[config.mk]
export PLATFORM = sky130hd
export DESIGN_NAME = da_fir17
export DESIGN_NICKNAME = d
export VERILOG_FILES = /design/src/rtl/da_fir17.sv
export SDC_FILE = /design/constraint.sdc
export NUM_CORES = 1
export LEC_CHECK = 0
export ABC_AREA = 1
export ABC_CLOCK_PERIOD_IN_PS = 10290
export BUFFER_PORTS_ARGS = -buffer_cell sky130_fd_sc_hd__buf_4
export CAP_MARGIN = 10
export CELL_PAD_IN_SITES_DETAIL_PLACEMENT = 1
export CELL_PAD_IN_SITES_GLOBAL_PLACEMENT = 2
export CORE_AREA = 2 2 225 183
export CTS_CLUSTER_DIAMETER = 80
export DETAILED_ROUTE_END_ITERATION = 8
export DIE_AREA = 0 0 227 185
export PLACE_DENSITY_LB_ADDON = 0.1
export SYNTH_ARGS = -nofsm -noshare
export SYNTH_HDL_FRONTEND = slang
export SYNTH_SLANG_ARGS = --single-unit
[constraint.sdc]
create_clock -name clk -period 10.29 [get_ports clk]
set_clock_uncertainty 0.2 [all_clocks]
set_input_delay 1.029 -clock clk [delete_from_list [all_inputs] [get_ports clk]]
set_output_delay 1.029 -clock clk [all_outputs]
set_load 0.02 [all_outputs]
[src/rtl/da_fir17.sv]
module da_fir17 #(
  parameter int W  = 8,
  parameter int CW = 10,
  parameter logic [9*CW-1:0] COEFS = {10'sd150, -10'sd40, -10'sd71, -10'sd6, 10'sd18,
                                      10'sd2, -10'sd12, -10'sd9, -10'sd3},
  parameter int OW = W + CW + 5
) (
  input  logic                 clk,
  input  logic                 rst,
  input  logic                 in_valid,
  input  logic signed [W-1:0]  in_sample,
  output logic                 busy,
  output logic                 out_done,
  output logic signed [OW-1:0] out_y
);
  localparam int N   = W + 1;
  localparam int CBW = $clog2(N + 1);
  localparam int IW  = (W > 1) ? $clog2(W) : 1;
  localparam int AW  = OW + N + 2;

  function automatic logic signed [AW-1:0] cf(input int i);
    logic signed [CW-1:0] c;
    c = COEFS[i*CW +: CW];
    return AW'(c);
  endfunction

  function automatic logic signed [AW-1:0] pair_sum();
    logic signed [AW-1:0] s;
    s = '0;
    for (int k = 0; k < 8; k++) s = s + cf(k);
    return s;
  endfunction

  function automatic logic signed [AW-1:0] dtab(input int g, input logic [2:0] u);
    logic signed [AW-1:0] s;
    s = -cf(4*g + 3);
    for (int i = 0; i < 3; i++) s = u[i] ? s + cf(4*g + i) : s - cf(4*g + i);
    return s;
  endfunction

  localparam logic signed [AW-1:0] INIT = (-pair_sum()) <<< (N - 1);
  localparam logic signed [AW-1:0] CTR2 = cf(8) <<< 1;

  logic signed [W-1:0]  dl [17];
  logic [7:0]           cy, cn, pb;
  logic [CBW-1:0]       cnt;
  logic [IW-1:0]        bi;
  logic                 ts, cb;
  logic signed [AW-1:0] acc, acc_nx, v;
  logic signed [AW-1:0] term [2];
  logic [2:0]           addr [2];

  assign bi = (cnt >= CBW'(W - 1)) ? IW'(W - 1) : IW'(cnt);
  assign ts = (cnt == CBW'(N - 1));
  assign cb = dl[8][bi];

  always_comb begin
    for (int k = 0; k < 8; k++) begin
      pb[k] = dl[k][bi] ^ dl[16-k][bi] ^ cy[k];
      cn[k] = (dl[k][bi] & dl[16-k][bi]) | (cy[k] & (dl[k][bi] ^ dl[16-k][bi]));
    end
  end

  always_comb begin
    for (int g = 0; g < 2; g++) begin
      addr[g] = pb[4*g+3] ? ~pb[4*g +: 3] : pb[4*g +: 3];
      term[g] = (pb[4*g+3] ^ ts) ? -dtab(g, addr[g]) : dtab(g, addr[g]);
    end
  end

  assign v      = term[0] + term[1] + (cb ? (ts ? -CTR2 : CTR2) : '0);
  assign acc_nx = ((cnt == '0) ? INIT : (acc >>> 1)) + (v <<< (N - 1));

  always_ff @(posedge clk) begin
    if (rst) begin
      for (int i = 0; i < 17; i++) dl[i] <= '0;
      cy       <= '0;
      cnt      <= '0;
      acc      <= '0;
      busy     <= 1'b0;
      out_done <= 1'b0;
      out_y    <= '0;
    end else begin
      out_done <= 1'b0;
      if (!busy && in_valid) begin
        for (int i = 16; i > 0; i--) dl[i] <= dl[i-1];
        dl[0] <= in_sample;
        busy  <= 1'b1;
        cnt   <= '0;
        cy    <= '0;
      end else if (busy) begin
        acc <= acc_nx;
        cy  <= cn;
        cnt <= cnt + 1'b1;
        if (ts) begin
          busy     <= 1'b0;
          out_done <= 1'b1;
          out_y    <= OW'(acc_nx >>> 1);
        end
      end
    end
  end
endmodule

== After elaboration in Yosys (flattened, before gate mapping) ==
Memory sizes are Yosys's and may differ from the RTL's.
Index checks and enable logic that the tools add are counted.
Cells by class
  add/sub/neg operators: 14
  multipliers: 0
  div/mod/pow operators: 0
  magnitude comparators: 2
  equal/unequal tests: 1
  shift-type cells: 0
  muxes and demuxes: 74
  bitwise gates (word level): 63
  reductions and logical operators: 7
Operator list (count)
  26-bit two-way mux: 9
  8-bit two-way mux: 17
  26-bit adder: 2
  26-bit by 5-bit adder with 26-bit output (second input constant): 2
  26-bit negation: 2
  26-bit by 5-bit subtractor with 26-bit output (second input constant): 2
  1-bit binary-select mux with 3-bit select: 17
  34-bit adder: 1
  34-bit two-way mux: 1
  26-bit by 8-bit adder with 26-bit output (second input constant): 1
  1-bit two-way mux: 26
  26-bit by 8-bit subtractor with 26-bit output (second input constant): 1
  1-bit OR: 25
  1-bit XOR: 18
  1-bit bitwise AND: 16
  3-bit two-way mux: 3
  7-bit by 4-bit adder with 8-bit output (second input constant): 1
  7-bit by 4-bit subtractor with 8-bit output (second input constant): 1
  6-bit two-way mux: 1
  3-bit NOT: 2
  4-bit by 1-bit adder with 4-bit output (second input constant): 1
  4-bit == test (second input constant): 1
  4-bit by 3-bit >= comparator with 1-bit output (second input constant): 1
  4-bit logical NOT: 1
  other kinds (8): 9
Storage, ports and cells
  flip-flop bits (word level): 71
  latch bits: 0
  memory bits (writable): 136
  bits in read-only memories: 0
  input bits: 11
  output and inout bits: 25
  logic and storage cells: 168
  memories: 1
Memory list
  dl: words 17, width 8, rd ports 17, clocked after memory_dff 0, wr ports 17, RTL line 44  | logic signed [W-1:0] dl [17];

== Depth between registers and ports, before layout ==
  word-level depth: 18
  depth in mapped cells: 50

== Worst setup path after synthesis ==
Ideal clock, no wire load.
  path kind: reg-to-reg
  start: register cnt[3]
  end: register acc[32]
  library setup time: 0.116 ns
  arrival time: 9.110 ns
  path slack: 0.864 ns
  cell stages (with the launch flop): 43
  path buffers: 3
  clock period less this slack: 9.426 ns
  path through: dfxtp_1 > nor2_2 > clkbuf_1 > clkbuf_1 > nor2_1 > o221ai_1 > o31ai_1 > fa_1 > xnor2_1 > inv_1 > ha_1 > or2_2 > fa_1 > inv_1 > fa_1 > inv_1 > fa_1 > inv_1 > [7 not listed] > xor2_1 > fa_1 > ha_1 > a21oi_1 > o221ai_1 > a21oi_1 > o21ai_0 > xor2_1 > ha_1 > nand2_1 > nor4_1 > nand4_1 > nand3_1 > nand3_1 > nand3_1 > nand3_1 > o211ai_1 > inv_1
On the way
  word-level cells in the longest chain between the ends: 18
  elaborated cells between the ends (all ways): 84
  classes of those cells: 13 x add/sub; 1 x order compare; 1 x eq/ne; 48 x mux; 20 x bitwise; 1 x reduce/logical
RTL lines
  start: declaration: RTL line 46  | logic [CBW-1:0] cnt;
  start signal: assignment: RTL line 94  | cnt <= cnt + 1'b1;
  4-bit by 3-bit >= comparator with 1-bit output: RTL line 53  | assign bi = (cnt >= CBW'(W - 1)) ? IW'(W - 1) : IW'(cnt);
  3-bit two-way mux: RTL line 53
  1-bit binary-select mux with 3-bit select: RTL line 59  | pb[k] = dl[k][bi] ^ dl[16-k][bi] ^ cy[k];
  1-bit two-way mux (not written as such): RTL line 59
  1-bit XOR (2 in a row): RTL line 59
  3-bit NOT: RTL line 66  | addr[g] = pb[4*g+3] ? ~pb[4*g +: 3] : pb[4*g +: 3];
  3-bit two-way mux: RTL line 66
  26-bit two-way mux / 6-bit two-way mux (equally long branches): RTL line 37  | for (int i = 0; i < 3; i++) s = u[i] ? s + cf(4*g + i) : s - cf(4*g + i);
  26-bit by 5-bit subtractor with 26-bit output (tied with other cells): RTL line 37
  26-bit two-way mux: RTL line 37
  26-bit by 5-bit subtractor with 26-bit output (tied with other cells): RTL line 37
  26-bit two-way mux: RTL line 37
  26-bit negation: RTL line 67  | term[g] = (pb[4*g+3] ^ ts) ? -dtab(g, addr[g]) : dtab(g, addr[g]);
  26-bit two-way mux: RTL line 67
  26-bit adder (2 in a row): RTL line 71  | assign v = term[0] + term[1] + (cb ? (ts ? -CTR2 : CTR2) : '0);
  34-bit adder (*): RTL line 72  | assign acc_nx = ((cnt == '0) ? INIT : (acc >>> 1)) + (v <<< (N - 1));
  end signal: assignment: RTL line 92  | acc <= acc_nx;
  end: declaration: RTL line 49  | logic signed [AW-1:0] acc, acc_nx, v;
Every way passes the cells marked *; elsewhere a longest branch is shown, timed or not. The select of a mux whose other input is x is not followed.
A chain may end at the register's enable or synchronous reset.

== Worst setup path after layout ==
  start: register cnt[0]
  end: register acc[32]
Same word-level chain as after synthesis.

==> impl_summary.md <==
Global routing
The global routing usage on met3 is 0.0209. In the global route stage, met2 resource usage came out at 0.270. The first global-routing pass estimated 59500 um of wire. The global-route met1 utilization is 0.276. For this run the aggregate overflow at the end of global routing stands at 0. The via count of the first global-routing pass was around 11000.

The most used routing layer in global routing is met1. The number of antenna violations at the first check in global routing was 0. Entering global routing, the biggest net connects 96 pins. Across every metal layer, demand over resource in global routing totals 0.179.

Setup path
The critical path arrival is just under 10 ns. The worst setup path is captured at a flip-flop. STA classifies the critical path startpoint as a flip-flop. The largest stage delay on the critical path is 0.65 ns.

The required time of the critical path is 10.54 ns. The slowest cell on the critical path is fa_1. The worst setup path category is flip-flop to flip-flop. The most frequent cell on the critical path is nand2_1. In this run the worst path has a maximum fanout of 31.

Logic synthesis
The post-synth net total is 1743. The synthesized design contains 205 register bits. The Yosys step of the flow raised 0 warnings. The post-synthesis cell type count is 50. The average instance area after synthesis is roughly 8 um2.

The share of synthesized area occupied by flip-flops and latches is 0.410. Synthesis produced approximately 1600 cells. The share of flip-flops with an asynchronous set or reset after synthesis is 0. The primary flip-flop cell chosen by synthesis mapping is edfxtp_1.

The post-synthesis cell area is 13300 um2. The number of flops mapped to enable cells by yosys is roughly 140.

Finish
The number of inserted filler cells in the final layout is 4807. Leaving out fill and tap cells, the most frequent cell in the layout is inv_1. Of the cells placed in the final design, the portion with a size suffix greater than 1 is 0.0805. The final layout contains 1767 nets. In the layout the commonest cells are inv_1, nor2_1, nand2_1, edfxtp_1, o21ai_0. Leaving out filler cells and counting taps, the final layout contains 2209.

The signed area change from the synthesized netlist to the final layout is 13.2%. Summing all multi-input logic gate instances after layout gives 6570 um2. Across the whole layout, storage elements account for 5470 um2.

Drt
In this run, the number of DRC markers left after iteration 0 of detailed routing was roughly 550. The number of nets still failing antenna checks after routing is 0. The final layout contains routed wiring with a total length of approximately 36000 um. The count of unresolved DRC violations after routing is 0. In the final routed layout, each cell accounts on average for 16.5 um. Summing over every cut layer, the via total after detailed routing is 10600.

The detailed-routing iteration count for the pre-antenna-repair pass is 5. In the routed layout, each cell is associated on average with a via count of 4.80.

Clocking
The deepest clock path buffer count is 3. The cell sitting at the root of the clock tree is a clkbuf_16. The number of sinks driven by the clock tree is between 200 and 250. Clock tree synthesis inserted a total of 26 buffers. After clock tree synthesis, the clock-pin slew on the worst setup and hold paths is 0.06 ns.

Post-CTS timing repair inserted 0 buffers for setup. TritonCTS built the clock tree. In this run, post-CTS hold repair placed 0 buffers. The total number of H-tree levels is 1.

The later-pin clock latency in the skew report is roughly 0.56 ns.

Placement
The number of cells in the design after placement is roughly 2200. The placed wire-length estimate after detailed placement is 26600 um. The congestion estimate from routability-driven global placement came to 0.819. In this run the tool buffered the top-level ports with 35 buffer cells.

Timing
In the finished design, the share of the clock period the worst path needs comes to 0.933. The worst-margin pin slew is around 0.95 ns. Setup repair after global routing left no endpoint under its margin. The count of final setup violators is 0. The final critical path time including I/O delays and setup is 9.60 ns.

The worst pin sits at a relative slew slack of 0.364. The number of hold violations in the final report is 0. The max-slew violation count is 0. Based on the critical path, the design can be clocked at up to 104 MHz. The smallest hold slack is 0.272 ns. The total negative slack for setup checks is 0 ns.

Floorplan
In this run the vertical extent of the chip is 185 um. Pin placement for this block handled 36 I/O pins. The initial utilization of the core area, before any placement, comes to 0.334. The die covers between 40000 and 50000 um2. The floorplan row count is 66. The die extent in x is 227 um. The total area inside the core boundary comes to about 40000 um2.

Status
The run finished with clean final reports.

Hold path
The class of the most critical hold timing path is flip-flop to flip-flop.

Run
The number of maximum-capacitance constraint violations is 0.
==> kinds of logic after synthesis <==
logic type	count (synthesis)	synth area share
buffers and inverters	363	0.102
adder cells (fa/ha/maj)	112	0.131
AND/OR/NAND/NOR	529	0.164
AO/OA/AOI/OAI	342	0.148
flip-flops	205	0.410
XOR/XNOR	69	0.0453
==> synth_stat cells, types with 2 or more instances <==
| cell type | number | area [um2] |
|---|---|---|
| or2_2 | 3 | 18.8 |
| edfxtp_1 | 136 | 4080 |
| o21a_1 | 5 | 37.5 |
| dfxtp_1 | 69 | 1380 |
| nand2_1 | 186 | 698 |
| o221ai_1 | 23 | 201 |
| nand2_2 | 9 | 56.3 |
| fa_1 | 46 | 921 |
| o21bai_1 | 6 | 45.0 |
| a21oi_1 | 118 | 591 |
| xnor2_1 | 21 | 184 |
| a22o_1 | 3 | 26.3 |
| a21o_1 | 11 | 82.6 |
| nand4_1 | 5 | 31.3 |
| nor4_1 | 2 | 12.5 |
| o21ai_1 | 7 | 35.0 |
| o211ai_1 | 16 | 120 |
| nand3_1 | 54 | 270 |
| buf_1 | 4 | 15.0 |
| nor2_1 | 244 | 916 |
| nor3_1 | 10 | 50.1 |
| inv_2 | 10 | 37.5 |
| nor2_2 | 4 | 25.0 |
| nand3b_1 | 4 | 30.0 |
| ha_1 | 66 | 826 |
| clkbuf_1 | 54 | 203 |
| a31oi_1 | 3 | 18.8 |
| o31ai_1 | 13 | 97.6 |
| inv_1 | 292 | 1100 |
| o21ai_0 | 128 | 641 |
| or2_1 | 2 | 12.5 |
| xor2_1 | 48 | 420 |
==> path summary, 6_finish.rpt <==
| path | slack [ns] | depth (start not counted) | start | endpoint |
|---|---|---|---|---|
| hold / removal | 0.27 | 2 | out_y[6] | out_y[6] |
| setup / recovery | 0.69 | 44 | cnt[0] | acc[32] |
| setup reg to reg | 0.69 | 44 | cnt[0] | acc[32] |
| hold reg to reg | 0.27 | 2 | out_y[6] | out_y[6] |
==> layout make-up <==
cell class	count	share of cell area
multi-input cells	1053	0.435
flip-flops and latches	205	0.362
inverters	303	0.0759
clock buffers	35	0.0467
well taps	544	0.0450
repair buffers	55	0.0276
clock inverters	13	0.00803
diodes	1	0.000166
==> repair_timing <==
item	4_1_cts	5_1_grt
endpoints found under the setup margin	0	8
gates resized for setup	0	11
hold endpoints to repair	0	0
==> flip-flops by register name (all words and copies together) (netlist names) <==
| signal | flops |
|---|---|
| dl | 136 |
| acc | 32 |
| out_y | 23 |
| cy | 8 |
| cnt | 4 |
| busy | 1 |
| out_done | 1 |
==> routing by layer <==
metal,wire length [um],vias to the layer above
li1,-,5310
met1,19700,5158
met2,15200,118
met3,1030,28
met4,504,0
met5,0,-
==> metrics by stage <==
stage	worst slack, ns	instance area [um2]	utilization
6_report	0.689	15100	0.378
5_1_grt	0.00719	15100	0.378
4_1_cts	0.271	15100	0.377
3_5_place_dp	0.310	14200	0.356
3_3_place_gp	0.442	14200	0.356
2_1_floorplan	0.864	13300	-
==> worst max-delay path: cells and delay by family, from the launching register on <==
family	cells	cell delay [ns]
flops	1	0.37
compound gates	11	2.15
xor+xnor	2	0.51
fa+ha+maj	9	3.41
simple gates	16	2.14
buf+inv	6	0.71
Power is left out: the tool's default activity adds up to more than one toggle a clock period on the data nets, which glitch-free logic cannot reach.
